File: src/rtl/fault_pkg.sv
package fault_pkg;

    typedef enum logic [1:0] {
        ST_RUN   = 2'd0,
        ST_PULSE = 2'd1,
        ST_HALT  = 2'd2
    } par_state_e;

    localparam int REPORT_LAG = 2;

endpackage

File: src/rtl/par_fsm.sv
module par_fsm
    import fault_pkg::*;
#(
    parameter int N_SRC = 4
) (
    input  logic             clk,
    input  logic             rst_n,
    input  logic             warm_init,
    input  logic [N_SRC-1:0] par_err,
    output logic             pulse,
    output logic             halted
);

    par_state_e state_q;
    par_state_e state_d;
    logic       hit;

    assign hit = |par_err;

    // next-state logic
    always_comb begin
        state_d = state_q;
        if (warm_init) begin
            state_d = ST_RUN;
        end else begin
            unique case (state_q)
                ST_RUN:   state_d = hit ? ST_PULSE : ST_RUN;
                ST_PULSE: state_d = ST_HALT;
                ST_HALT:  state_d = ST_HALT;
                default:  state_d = ST_RUN;
            endcase
        end
    end

    // state register
    always_ff @(posedge clk or negedge rst_n) begin
        if (!rst_n) begin
            state_q <= ST_RUN;
        end else begin
            state_q <= state_d;
        end
    end

    // outputs decoded from state
    always_comb begin
        pulse  = 1'b0;
        halted = 1'b0;
        unique case (state_q)
            ST_RUN:   ;
            ST_PULSE: pulse  = 1'b1;
            ST_HALT:  halted = 1'b1;
            default:  ;
        endcase
    end

endmodule

File: src/rtl/redund_cmp.sv
module redund_cmp #(
    parameter int W = 16
) (
    input  logic         checker_en,
    input  logic         cmp_valid,
    input  logic [W-1:0] own_val,
    input  logic [W-1:0] pin_val,
    output logic         mismatch
);

    logic [W-1:0] diff;

    for (genvar i = 0; i < W; i++) begin : g_bit
        assign diff[i] = own_val[i] ^ pin_val[i];
    end

    assign mismatch = checker_en & cmp_valid & (|diff);

endmodule

File: src/rtl/redund_pipe.sv
module redund_pipe #(
    parameter int DEPTH = 2
) (
    input  logic clk,
    input  logic rst_n,
    input  logic flush,
    input  logic din,
    output logic dout
);

    logic [DEPTH:0] tap;

    assign tap[0] = din;

    for (genvar s = 0; s < DEPTH; s++) begin : g_stage
        always_ff @(posedge clk or negedge rst_n) begin
            if (!rst_n) begin
                tap[s+1] <= 1'b0;
            end else if (flush) begin
                tap[s+1] <= 1'b0;
            end else begin
                tap[s+1] <= tap[s];
            end
        end
    end

    assign dout = tap[DEPTH];

endmodule

File: src/rtl/fault_reporter.sv
module fault_reporter
    import fault_pkg::*;
#(
    parameter int N_SRC = 4,
    parameter int W     = 16
) (
    input  logic             clk,
    input  logic             rst_n,
    input  logic             warm_init,
    input  logic [N_SRC-1:0] par_err,
    input  logic             checker_en,
    input  logic             cmp_valid,
    input  logic [W-1:0]     own_val,
    input  logic [W-1:0]     pin_val,
    output logic             err_out,
    output logic             halt_req
);

    logic par_pulse;
    logic mis_now;
    logic mis_late;

    par_fsm #(.N_SRC(N_SRC)) u_par (
        .clk       (clk),
        .rst_n     (rst_n),
        .warm_init (warm_init),
        .par_err   (par_err),
        .pulse     (par_pulse),
        .halted    (halt_req)
    );

    redund_cmp #(.W(W)) u_cmp (
        .checker_en (checker_en),
        .cmp_valid  (cmp_valid),
        .own_val    (own_val),
        .pin_val    (pin_val),
        .mismatch   (mis_now)
    );

    redund_pipe #(.DEPTH(REPORT_LAG)) u_pipe (
        .clk   (clk),
        .rst_n (rst_n),
        .flush (warm_init),
        .din   (mis_now),
        .dout  (mis_late)
    );

    assign err_out = par_pulse | mis_late;

endmodule

File: config.mk
export PLATFORM = sky130hd
export DESIGN_NAME = fault_reporter
export DESIGN_NICKNAME = d
export VERILOG_FILES = /design/src/rtl/fault_pkg.sv /design/src/rtl/par_fsm.sv /design/src/rtl/redund_cmp.sv /design/src/rtl/redund_pipe.sv /design/src/rtl/fault_reporter.sv
export SDC_FILE = /design/constraint.sdc
export NUM_CORES = 1
export LEC_CHECK = 0
export BUFFER_PORTS_ARGS = -buffer_cell sky130_fd_sc_hd__buf_2
export CELL_PAD_IN_SITES_DETAIL_PLACEMENT = 0
export CELL_PAD_IN_SITES_GLOBAL_PLACEMENT = 1
export CORE_ASPECT_RATIO = 0.7
export CORE_MARGIN = 3
export CORE_UTILIZATION = 19
export CTS_BUF_LIST = sky130_fd_sc_hd__clkbuf_4
export CTS_CLUSTER_DIAMETER = 40
export DETAILED_ROUTE_END_ITERATION = 10
export PLACE_DENSITY_LB_ADDON = 0.05
export SYNTH_ARGS = -nofsm -noshare
export SYNTH_HDL_FRONTEND = slang
export SYNTH_SLANG_ARGS = --single-unit
File: constraint.sdc
create_clock -name clk -period 1 [get_ports clk]
set_input_delay 0.15 -clock clk [delete_from_list [all_inputs] [get_ports clk]]
set_output_delay 0.15 -clock clk [all_outputs]
set_load 0.01 [all_outputs]
==> results of run 1 <==
==> critical path: stages (launching register included) <==
cell and delay [ns]:
dfrtp_1 0.40, ha_4 0.16, or2_4 0.22, buf_6 0.12
==> cells by family (layout without fill, tap and decap cells) <==
kind of cell / Yosys count / in the layout / synth area share [%]
buf+inv: 2 / 52 / 2.099
flops: 4 / 4 / 27.97
fa+ha+maj: 3 / 3 / 10.49
xor+xnor: 16 / 16 / 39.16
simple gates: 12 / 12 / 20.28
==> state kept, by name, indices dropped and copies added (netlist names) <==
signal / cells
u_pipe.tap: 1
u_par.state_q: 2
u_pipe.dout: 1
==> metal layers <==
layer  part of all wire (%)  track usage, %  up-vias
met5                      0               0        -
met4                    1.2           6.944        0
met3                     14           3.077        2
met2                     50           13.74       28
met1                     34           9.783      184
li1                       -               -      225
==> stage by stage <==
stage | hold slack (ns) | worst slack [ns] | std cells
after floorplan | -0.1456 | 0.002251 | 37
after global placement | -0.03930 | -0.1077 | 101
after detailed placement | -0.03981 | -0.1314 | 101
after CTS | 0.1158 | -0.2892 | 106
after global routing | 0.1139 | -0.3273 | 108
final | 0.1201 | -0.2844 | 108
==> cells in the final DEF, fill, tap and decap left out <==
| cell type | instances |
|---|---|
| buf_4 | 4 |
| buf_6 | 2 |
| dfrtp_1 | 4 |
| nor3b_1 | 1 |
| inv_4 | 1 |
| nand4_1 | 4 |
| or2_4 | 1 |
| ha_4 | 3 |
| nor3_1 | 1 |
| buf_2 | 40 |
| nand2_1 | 1 |
| nor2b_1 | 2 |
| inv_2 | 1 |
| clkbuf_4 | 3 |
| dlygate4sd3_1 | 1 |
| nor4_1 | 2 |
| xnor2_1 | 16 |
==> area by class of cell <==
| class | count | area share (%) |
|---|---|---|
| Sequential cell | 4 | 14.06 |
| Inverter | 2 | 1.406 |
| Multi-Input combinational cell | 31 | 40.77 |
| Clock buffer | 3 | 3.163 |
| Timing Repair Buffer | 47 | 36.91 |
| Tap cell | 21 | 3.691 |
==> where the power goes <==
part / switching [mW] / total (mW) / internal [mW]
clock: 0.0679 / 0.202 / 0.134
sequential: 0.0127 / 0.193 / 0.180
combinational: 0.127 / 0.338 / 0.210
total: 0.208 / 0.732 / 0.525
==> path summary, 6_finish.rpt <==
kind                                  start  cells after the start  slack [ns]          endpoint
hold / removal                    warm_init                      2        0.12       u_pipe.dout
setup reg to reg           u_par.state_q[0]                      5       -0.15  u_par.state_q[1]
setup / recovery           u_par.state_q[0]                      3       -0.28           err_out
max in group asynchronous             rst_n                      2        0.63  u_par.state_q[0]
hold reg to reg               u_pipe.tap[1]                      1        0.46       u_pipe.dout
min in group asynchronous             rst_n                      2        0.25     u_pipe.tap[1]
==> what timing repair did <==
| action | in CTS | in global routing |
|---|---|---|
| gates resized for setup | 9 | 2 |
| hold endpoints to repair | 4 | 0 |
| pin swaps | 2 | 1 |
| hold buffers | 1 | 0 |
| endpoints found under the setup margin | 3 | 2 |
| buffers inserted | 2 | 2 |
==> load_flow_metrics.sql, run 1 <==
INSERT INTO impl_metrics (metric_group, metric, value, unit) VALUES
('power', 'cellLeakagePower', '0.3384', 'nW'),
('clock_network', 'cts_buffers', '3', ''),
('synthesis', 'syn_area', '357.8', 'um2'),
('floorplan', 'ioPinCount', '43', ''),
('outcome', 'violations', 'negative setup slack', ''),
('synthesis', 'yosys_register_bits', '4', ''),
('synthesis', 'number_of_cells_produced_by_synthesis', '37', ''),
('power', 'total_design_power', '732.5', 'uW'),
('place', 'gpl.final_weighted_congestion', '0.6330', ''),
('timing', 'timing.clock.skew', '0.000005218', 'ns'),
('synthesis', 'synth_fp_nets', '81', ''),
('layout', 'nFillCells', '184', ''),
('setup_path', 'timing_worst_setup_path_type', 'reg2out', ''),
('floorplan', 'num_rows', '12', ''),
('route', 'route.detailed.drc', '0', ''),
('route', 'routed_wire_length_per_instance', '9.546', 'um'),
('grt', 'grt_pass1_wl', '1607', 'um'),
('layout', 'multi_input_area', '290.3', 'um2'),
('clock_network', 'ctsLongestPathBuffers', '2', ''),
('place', 'port_buffers', '42', ''),
('clock_network', 'skew_pair_late_insertion_delay', '0.24', 'ns'),
('clock_network', 'clock_tree_from_tritoncts', 'yes', ''),
('timing', 'layout_setup_ws', '-0.2844', 'ns'),
('timing', 'timing.setup.tns', '-0.7312', 'ns'),
('setup_path', 'endpoint_kind', 'output pin', ''),
('timing', 'timing.final.setup_violations', '4', ''),
('timing', 'period_minus_slack', '1.284', 'ns'),
('grt', 'grt_overflow', '0', ''),
('clock_network', 'clockRootBuffer', 'clkbuf_4', ''),
('setup_path', 'timing.critical_path.from_type', 'flop', ''),
('outcome', 'run_status', 'complete, but fails checks', ''),
('route', 'routed_via_density', '4.065', ''),
('grt', 'grt_antenna_before_repair', '0', ''),
('layout', 'final_layout_size_suffix_gt1_share', '63.22', '%'),
('grt', 'grt_pass1_vias', '424', ''),
('timing', 'maximum_operating_frequency', '778.6', 'MHz'),
('grt', 'grt_start_max_net_pins', '5', ''),
('floorplan', 'initial_standard_cell_utilization_of_the_core', '21.28', '%'),
('grt', 'globalRouteTotalUtil', '8.866', '%'),
('synthesis', 'yosysSeqAreaShare', '27.97', '%'),
('layout', 'synthToLayoutAreaGrowth', '98.95', '%'),
('place', 'hpwl_dp', '891', 'um'),
('setup_path', 'critPathArrivalTime', '1.13', 'ns'),
('synthesis', 'synth_top_cell_by_area', 'xnor2_1', ''),
('clock_network', 'tritoncts_num_sinks', '4', ''),
('flow_run', 'max_cap_viol_count', '0', ''),
('route', 'antenna_violating_nets_post_route', '0', ''),
('route', 'detailedRoute.firstPassIterationCount', '2', ''),
('timing', 'final_max_slew_viol_count', '0', ''),
('power', 'power.density', '1029', 'nW/um2'),
('synthesis', 'post-synth-top-area-fraction', '39.16', '%'),
('synthesis', 'yosysUniqueCellTypes', '11', ''),
('layout', 'fin_nets', '133', ''),
('synthesis', 'ys.warnings.count', '0', ''),
('layout', 'post-route-util', '42.34', '%'),
('power', 'peakVddDrop', '685.3', 'uV'),
('worst_hold_path', 'holdCritPathClass', 'in2reg', ''),
('synthesis', 'netlist_top_cells_count', '16 x xnor2_1, 4 x dfrtp_1, 4 x nand4_1', ''),
('clock_network', 'htree_levels', '1', ''),
('floorplan', 'die_height', '42.31', 'um'),
('timing', 'relSlewSlack', '76.48', '%'),
('synthesis', 'async_reset_ff_share', '100.0', '%'),
('synthesis', 'synth_most_common_cell', 'xnor2_1', ''),
('synthesis', 'synth-edff-count', '0', ''),
('synthesis', 'syn-mean-instance-area', '9.671', 'um2'),
('layout', 'layout.area.seq', '100.1', 'um2'),
('setup_path', 'timing.critical_path.required', '0.85', 'ns'),
('floorplan', 'dieWidth', '57.87', 'um'),
('timing', 'share_of_the_clock_period_used_by_the_worst_path_after_layout', '128.4', '%'),
('setup_path', 'worst_path_max_fanout', '2', ''),
('layout', 'final_area', '711.9', 'um2'),
('route', 'detail_route.iter0.violations', '5', ''),
('layout', 'insertedDiodeCount', '0', ''),
('floorplan', 'die_area', '2448', 'um2'),
('route', 'dr_total_vias', '439', ''),
('route', 'wire_length_after_detailed_routing', '1031', 'um'),
('place', 'post_dp_cell_area', '601.8', 'um2'),
('timing', 'setup_repair_after_global_routing_missed_its_margin', 'yes', ''),
('floorplan', 'core_region_area', '1682', 'um2'),
('synthesis', 'ys_top_cells_by_area', 'xnor2_1 39%, dfrtp_1 28%, ha_1 10%', ''),
('timing', 'timing_hold_violations_final', '0', ''),
('timing', 'worst_pin_slew', '0.3496', 'ns'),
('clock_network', 'cts.clk_slew.worst_paths', '0.04', 'ns'),
('synthesis', 'yosys_most_used_dff', 'dfrtp_1', '');
Power figures use the tool's default switching activity.
==> run 2, diff against run 1 <==
Settings changed: BUFFER_PORTS_ARGS -buffer_cell sky130_fd_sc_hd__buf_2 to unset, CORE_AREA set to 3 3 40 42, CORE_ASPECT_RATIO 0.7 to unset, CORE_MARGIN 3 to unset, CORE_UTILIZATION 19 to unset, DIE_AREA set to 0 0 43 45, DONT_BUFFER_PORTS set to 1.
==> run 2 against run 1 <==
  * The flow still finishes with violations (negative setup slack)
  * Non-clock buffer count is 42 lower
  * Sequential power about the same
  * Clock skew about the same
  * Worst hold slack worse by 0.085 ns
  * Combinational power shrank 28%
  * Wire length decreased by 21%
  * First-iteration DRC count decreased by 100%
  * Register-to-register slack gained 0.20 ns
  * Largest cell class unchanged
  * Highest routed layer unchanged
==> load_flow_metrics.sql, run 2 (synthesis results as in run 1) <==
INSERT INTO impl_metrics (metric_group, metric, value, unit) VALUES
('power', 'peakVddDrop', '348.0', 'uV'),
('layout', 'layout.area.seq', '100.1', 'um2'),
('timing', 'timing.clock.skew', '0.00002023', 'ns'),
('power', 'total_design_power', '632.5', 'uW'),
('floorplan', 'dieWidth', '43', 'um'),
('layout', 'nFillCells', '133', ''),
('timing', 'worst_pin_slew', '0.3237', 'ns'),
('layout', 'insertedDiodeCount', '0', ''),
('timing', 'layout_setup_ws', '-0.1719', 'ns'),
('setup_path', 'timing.critical_path.from_type', 'flop', ''),
('timing', 'period_minus_slack', '1.172', 'ns'),
('setup_path', 'regToRegStartpoint', 'u_par.state_q[1]', ''),
('setup_path', 'timing.critical_path.required', '0.85', 'ns'),
('layout', 'final_layout_size_suffix_gt1_share', '31.11', '%'),
('clock_network', 'clock_tree_from_tritoncts', 'yes', ''),
('timing', 'timing.final.setup_violations', '2', ''),
('power', 'cellLeakagePower', '0.1731', 'nW'),
('route', 'routed_wire_length_per_instance', '13.65', 'um'),
('clock_network', 'cts_buffers', '3', ''),
('route', 'wire_length_after_detailed_routing', '819', 'um'),
('floorplan', 'num_rows', '13', ''),
('route', 'detail_route.iter0.violations', '0', ''),
('layout', 'largest_reg_flops', '2', ''),
('clock_network', 'htree_levels', '1', ''),
('setup_path', 'setup.reg_to_reg.worst_slack', '0.05', 'ns'),
('place', 'gpl.final_weighted_congestion', '0.6266', ''),
('setup_path', 'worst_path_max_fanout', '2', ''),
('setup_path', 'endpoint_kind', 'output pin', ''),
('grt', 'grt_overflow', '0', ''),
('floorplan', 'die_height', '45', 'um'),
('layout', 'layout.cells.most_common_list', '16 x xnor2_1, 4 x nand4_1, 4 x dfrtp_1, 3 x clkbuf_4', ''),
('setup_path', 'timing_worst_setup_path_type', 'reg2out', ''),
('layout', 'layoutNonFillerInstCount', '60', ''),
('layout', 'post-route-util', '37.97', '%'),
('grt', 'grt_start_max_net_pins', '5', ''),
('worst_hold_path', 'holdCritPathClass', 'in2reg', ''),
('floorplan', 'die_area', '1935', 'um2'),
('layout', 'synthToLayoutAreaGrowth', '36.36', '%'),
('route', 'antenna_violating_nets_post_route', '0', ''),
('layout', 'final_area', '488.0', 'um2'),
('grt', 'grt_antenna_before_repair', '0', ''),
('flow_run', 'max_cap_viol_count', '0', ''),
('clock_network', 'clockRootBuffer', 'clkbuf_4', ''),
('place', 'port_buffers', '0', ''),
('timing', 'setup_repair_after_global_routing_missed_its_margin', 'yes', ''),
('layout', 'multi_input_area', '292.8', 'um2'),
('timing', 'timing_hold_violations_final', '0', ''),
('place', 'post_dp_cell_area', '384.1', 'um2'),
('outcome', 'run_status', 'complete, but fails checks', ''),
('setup_path', 'timing_startpoint_of_the_critical_path', 'u_par.state_q[0]', ''),
('floorplan', 'ioPinCount', '43', ''),
('route', 'routed_via_density', '5.017', ''),
('grt', 'grt_pass1_wl', '1221', 'um'),
('layout', 'mostFrequentLayoutCell', 'xnor2_1', ''),
('timing', 'maximum_operating_frequency', '853.3', 'MHz'),
('clock_network', 'skew_pair_late_insertion_delay', '0.23', 'ns'),
('route', 'route.detailed.drc', '0', ''),
('floorplan', 'core_region_area', '1285', 'um2'),
('layout', 'registers.top_by_ff_count', 'u_par.state_q', ''),
('route', 'dr_total_vias', '301', ''),
('outcome', 'violations', 'negative setup slack', ''),
('place', 'dp_cells', '53', ''),
('setup_path', 'r2r.worst_path.cells', '4', ''),
('timing', 'final_max_slew_viol_count', '0', ''),
('setup_path', 'crit_path_end', 'err_out', ''),
('power', 'power.density', '1296', 'nW/um2'),
('timing', 'share_of_the_clock_period_used_by_the_worst_path_after_layout', '117.2', '%'),
('setup_path', 'regToRegEndpoint', 'u_par.state_q[1]', ''),
('grt', 'globalRouteTotalUtil', '9.691', '%'),
('setup_path', 'critPathArrivalTime', '1.02', 'ns'),
('timing', 'relSlewSlack', '78.22', '%'),
('timing', 'timing.setup.tns', '-0.3234', 'ns'),
('grt', 'grt_pass1_vias', '300', ''),
('floorplan', 'initial_standard_cell_utilization_of_the_core', '27.85', '%'),
('clock_network', 'tritoncts_num_sinks', '4', ''),
('layout', 'fin_nets', '91', ''),
('clock_network', 'cts.clk_slew.worst_paths', '0.04', 'ns'),
('route', 'detailedRoute.firstPassIterationCount', '1', ''),
('clock_network', 'ctsLongestPathBuffers', '2', '');
## run 2: changes by cell type in the layout (fill, tap and decap cells not counted), sizes merged
cell         change
buf             -43
dlygate4sd3      +1
## run 2: worst min-delay path by stage
stage                                   to  slack [ns]  cells past startpoint      start
final                        u_pipe.tap[1]        0.04                      2  cmp_valid
after floorplan           u_par.state_q[0]       -0.15                      0      rst_n
after global routing         u_pipe.tap[1]        0.03                      2  cmp_valid
after CTS                    u_pipe.tap[1]        0.03                      2  cmp_valid
after global placement    u_par.state_q[1]       -0.15                      0      rst_n
after detailed placement  u_par.state_q[1]       -0.15                      0      rst_n
## run 2: metal layers
metal	GRT usage [%]	vias up	routed length [um]
met4	14.46	0	19
li1	-	141	-
met3	1.992	2	132
met2	16.17	29	444
met5	0	-	0
met1	8.029	129	222
## run 2: timing repair
| action | 4_1_cts | 5_1_grt |
|---|---|---|
| setup buffers | 2 | 0 |
| endpoints found under the setup margin | 3 | 4 |
| cloned | 0 | 0 |
| resized for setup | 7 | 3 |
| hold buffers | 2 | 0 |
| pin swaps | 2 | 0 |
| endpoints found under the hold margin | 8 | 0 |
## run 2: power breakdown
group          internal (mW)  switching (mW)
sequential             0.180          0.0103
clock                  0.134          0.0662
combinational          0.154          0.0877
total                  0.468           0.164
## run 2: layout make-up
type,instances,area share (%)
clock buffer,3,4.615
tap,15,3.846
timing repair buffer,5,9.487
sequential,4,20.51
inverter,2,1.538
multi-input combinational,31,60.00
## run 2: through the flow
stage	worst slack (ns)	hold WS (ns)
after floorplan	0.002251	-0.1456
after global placement	-0.007651	-0.1455
after detailed placement	-0.02874	-0.1455
after CTS	-0.1848	0.02961
after global routing	-0.2208	0.03471
final	-0.1719	0.03542
## run 2: worst max-delay path: stages, from the launching register on
cell     delay, ns
dfrtp_1       0.38
ha_2          0.17
or2_4         0.24
==> run 3, diff against run 2 <==
==> constraint.sdc (replaced) <==
create_clock -name clk -period 1 [get_ports clk]
set_input_delay 0.15 -clock clk [delete_from_list [all_inputs] [get_ports clk]]
set_output_delay 0.15 -clock clk [all_outputs]
set_load 0.02 [all_outputs]
==> run 3 against run 2 <==
  * The run still ends with negative setup slack left
  * First-iteration DRC count grew 3
  * Die area stayed put
  * Worst hold slack worse by 0.0035 ns
  * Clock-buffer cell count stayed put
  * Cell area is 9.0% lower
  * Fmax fell by 2.9%
  * Global-route usage fell by 1.1 points
  * Via count fell by 6.6%
==> load_flow_metrics.sql, run 3 (synthesis results as in run 1) <==
INSERT INTO impl_metrics (metric_group, metric, value, unit) VALUES
('outcome', 'run_status', 'complete, but fails checks', ''),
('outcome', 'violations', 'negative setup slack', ''),
('setup_path', 'crit_path_end', 'err_out', ''),
('setup_path', 'timing.critical_path.required', '0.85', 'ns'),
('layout', 'insertedDiodeCount', '0', ''),
('clock_network', 'cts_buffers', '3', ''),
('layout', 'final_area', '444.2', 'um2'),
('timing', 'timing_hold_violations_final', '0', ''),
('layout', 'layout.cells.most_common_list', '16 x xnor2_1, 4 x nand4_1, 4 x dfrtp_1, 3 x clkbuf_4', ''),
('timing', 'relSlewSlack', '83.78', '%'),
('worst_hold_path', 'holdCritPathClass', 'in2reg', ''),
('place', 'dp_cells', '52', ''),
('timing', 'final_max_slew_viol_count', '0', ''),
('layout', 'post-route-util', '34.57', '%'),
('place', 'port_buffers', '0', ''),
('setup_path', 'critPathArrivalTime', '1.06', 'ns'),
('layout', 'synthToLayoutAreaGrowth', '24.13', '%'),
('layout', 'mostFrequentLayoutCell', 'xnor2_1', ''),
('route', 'routed_via_density', '4.845', ''),
('power', 'net-switching-power', '153.2', 'uW'),
('setup_path', 'worst_path_max_delay_cell', 'dfrtp_1', ''),
('power', 'p_comb_share', '32.6', '%'),
('setup_path', 'worst_path_max_fanout', '2', ''),
('clock_network', 'clock_tree_from_tritoncts', 'yes', ''),
('power', 'total_design_power', '575.4', 'uW'),
('power', 'power.density', '1295', 'nW/um2'),
('setup_path', 'regToRegEndpoint', 'u_par.state_q[1]', ''),
('grt', 'grt_pass1_vias', '291', ''),
('layout', 'largest_reg_flops', '2', ''),
('grt', 'grt_pass1_wl', '1062', 'um'),
('layout', 'layoutNonFillerInstCount', '58', ''),
('route', 'detailedRoute.firstPassIterationCount', '4', ''),
('clock_network', 'clockRootBuffer', 'clkbuf_4', ''),
('floorplan', 'die_height', '45', 'um'),
('timing', 'period_minus_slack', '1.207', 'ns'),
('timing', 'setup_repair_after_global_routing_missed_its_margin', 'yes', ''),
('setup_path', 'cp_top_family', 'flip-flops', ''),
('route', 'wire_length_after_detailed_routing', '777', 'um'),
('setup_path', 'worst_path_largest_cell_delay', '0.38', 'ns'),
('route', 'detail_route.iter0.violations', '3', ''),
('flow_run', 'max_cap_viol_count', '0', ''),
('timing', 'hold_ws', '0.03195', 'ns'),
('floorplan', 'dieWidth', '43', 'um'),
('power', 'cellLeakagePower', '0.1559', 'nW'),
('clock_network', 'tritoncts_num_sinks', '4', ''),
('timing', 'worst_pin_slew', '0.2411', 'ns'),
('floorplan', 'die_area', '1935', 'um2'),
('setup_path', 'worstPathBufferInverterCount', '0', ''),
('clock_network', 'htree_levels', '1', ''),
('place', 'gpl.final_weighted_congestion', '0.5869', ''),
('grt', 'grt_start_max_net_pins', '5', ''),
('grt', 'grt_antenna_before_repair', '0', ''),
('timing', 'maximum_operating_frequency', '828.4', 'MHz'),
('setup_path', 'critical_path_cell_count', '2', ''),
('timing', 'timing.final.setup_violations', '2', ''),
('setup_path', 'worstPathCellList', 'ha_2, or2_4', ''),
('floorplan', 'initial_standard_cell_utilization_of_the_core', '27.85', '%'),
('route', 'antenna_violating_nets_post_route', '0', ''),
('layout', 'multi_input_area', '267.8', 'um2'),
('layout', 'fin_nets', '89', ''),
('clock_network', 'skew_pair_late_insertion_delay', '0.23', 'ns'),
('layout', 'nFillCells', '140', ''),
('layout', 'final_layout_size_suffix_gt1_share', '18.60', '%'),
('timing', 'timing.clock.skew', '0.005782', 'ns'),
('power', 'peakVddDrop', '428.0', 'uV'),
('setup_path', 'regToRegStartpoint', 'u_par.state_q[0]', ''),
('floorplan', 'core_region_area', '1285', 'um2'),
('grt', 'globalRouteTotalUtil', '8.605', '%'),
('timing', 'layout_setup_ws', '-0.2072', 'ns'),
('power', 'p_sw_share', '26.63', '%'),
('clock_network', 'ctsLongestPathBuffers', '2', ''),
('layout', 'registers.top_by_ff_count', 'u_par.state_q', ''),
('power', 'power.share.sequential', '32.9', '%'),
('route', 'dr_total_vias', '281', ''),
('place', 'post_dp_cell_area', '379.1', 'um2'),
('route', 'routed_wire_length_per_instance', '13.40', 'um'),
('floorplan', 'num_rows', '13', ''),
('setup_path', 'timing_startpoint_of_the_critical_path', 'u_par.state_q[0]', ''),
('floorplan', 'ioPinCount', '43', ''),
('setup_path', 'timing_worst_setup_path_type', 'reg2out', ''),
('setup_path', 'timing.critical_path.from_type', 'flop', ''),
('layout', 'layout.area.seq', '100.1', 'um2'),
('place', 'hpwl_dp', '669.3', 'um'),
('setup_path', 'setup.reg_to_reg.worst_slack', '0.03', 'ns'),
('power', 'power.internal', '422.2', 'uW'),
('grt', 'grt_overflow', '0', ''),
('clock_network', 'cts.clk_slew.worst_paths', '0.04', 'ns'),
('setup_path', 'endpoint_kind', 'output pin', ''),
('power', 'clkPwrFrac', '34.5', '%'),
('route', 'route.detailed.drc', '0', ''),
('setup_path', 'r2r.worst_path.cells', '3', ''),
('timing', 'share_of_the_clock_period_used_by_the_worst_path_after_layout', '120.7', '%');
==> run 3: cell count changes in the layout (fill, tap and decap cells not counted), sizes merged <==
cell / delta
buf: -2
==> run 3: worst min-delay path by stage <==
stage,start,depth (start not counted),slack [ns],endpoint
2_1_floorplan,rst_n,0,-0.15,u_par.state_q[0]
3_3_place_gp,rst_n,0,-0.15,u_par.state_q[1]
3_5_place_dp,rst_n,0,-0.15,u_par.state_q[1]
4_1_cts,cmp_valid,2,0.03,u_pipe.tap[1]
5_1_grt,cmp_valid,2,0.04,u_pipe.tap[1]
6_report,cmp_valid,2,0.03,u_pipe.tap[1]
==> run 3: through the flow <==
step                      worst slack, ns  setup TNS (ns)
after floorplan                   0.03838               0
after global placement            0.02879               0
after detailed placement          0.01366               0
after CTS                         -0.2001         -0.2715
after global routing              -0.2495         -0.3805
final                             -0.2072         -0.2848
==> run 3: layer usage <==
metal / share of wire [%] / vias up / GRT usage [%]
met2: 59 / 21 / 14.97
met3: 11 / 0 / 4.382
li1: - / 137 / -
met5: 0 / - / 0
met1: 29 / 123 / 5.109
met4: 0 / 0 / 12.65
==> run 3: cell type report <==
type / count / share of cell area, %
multi-input cells: 31 / 60.28
flip-flops and latches: 4 / 22.54
repair buffers: 3 / 6.197
clock buffers: 3 / 5.070
well taps: 15 / 4.225
inverters: 2 / 1.690
==> run 3: power groups by stage <==
stage	sequential (mW)	combinational, mW	clock [mW]
floorplan	0.188	0.135	0
global placement	0.189	0.148	0
detailed placement	0.191	0.148	0
CTS	0.188	0.187	0.209
global route	0.190	0.212	0.228
finish	0.189	0.187	0.199
==> run 3: repair_timing <==
item,4_1_cts,5_1_grt
hold endpoints to repair,8,0
hold buffers,2,0
buffers inserted,1,1
pin swaps,1,1
gates resized for setup,3,1
setup endpoints to repair,2,3
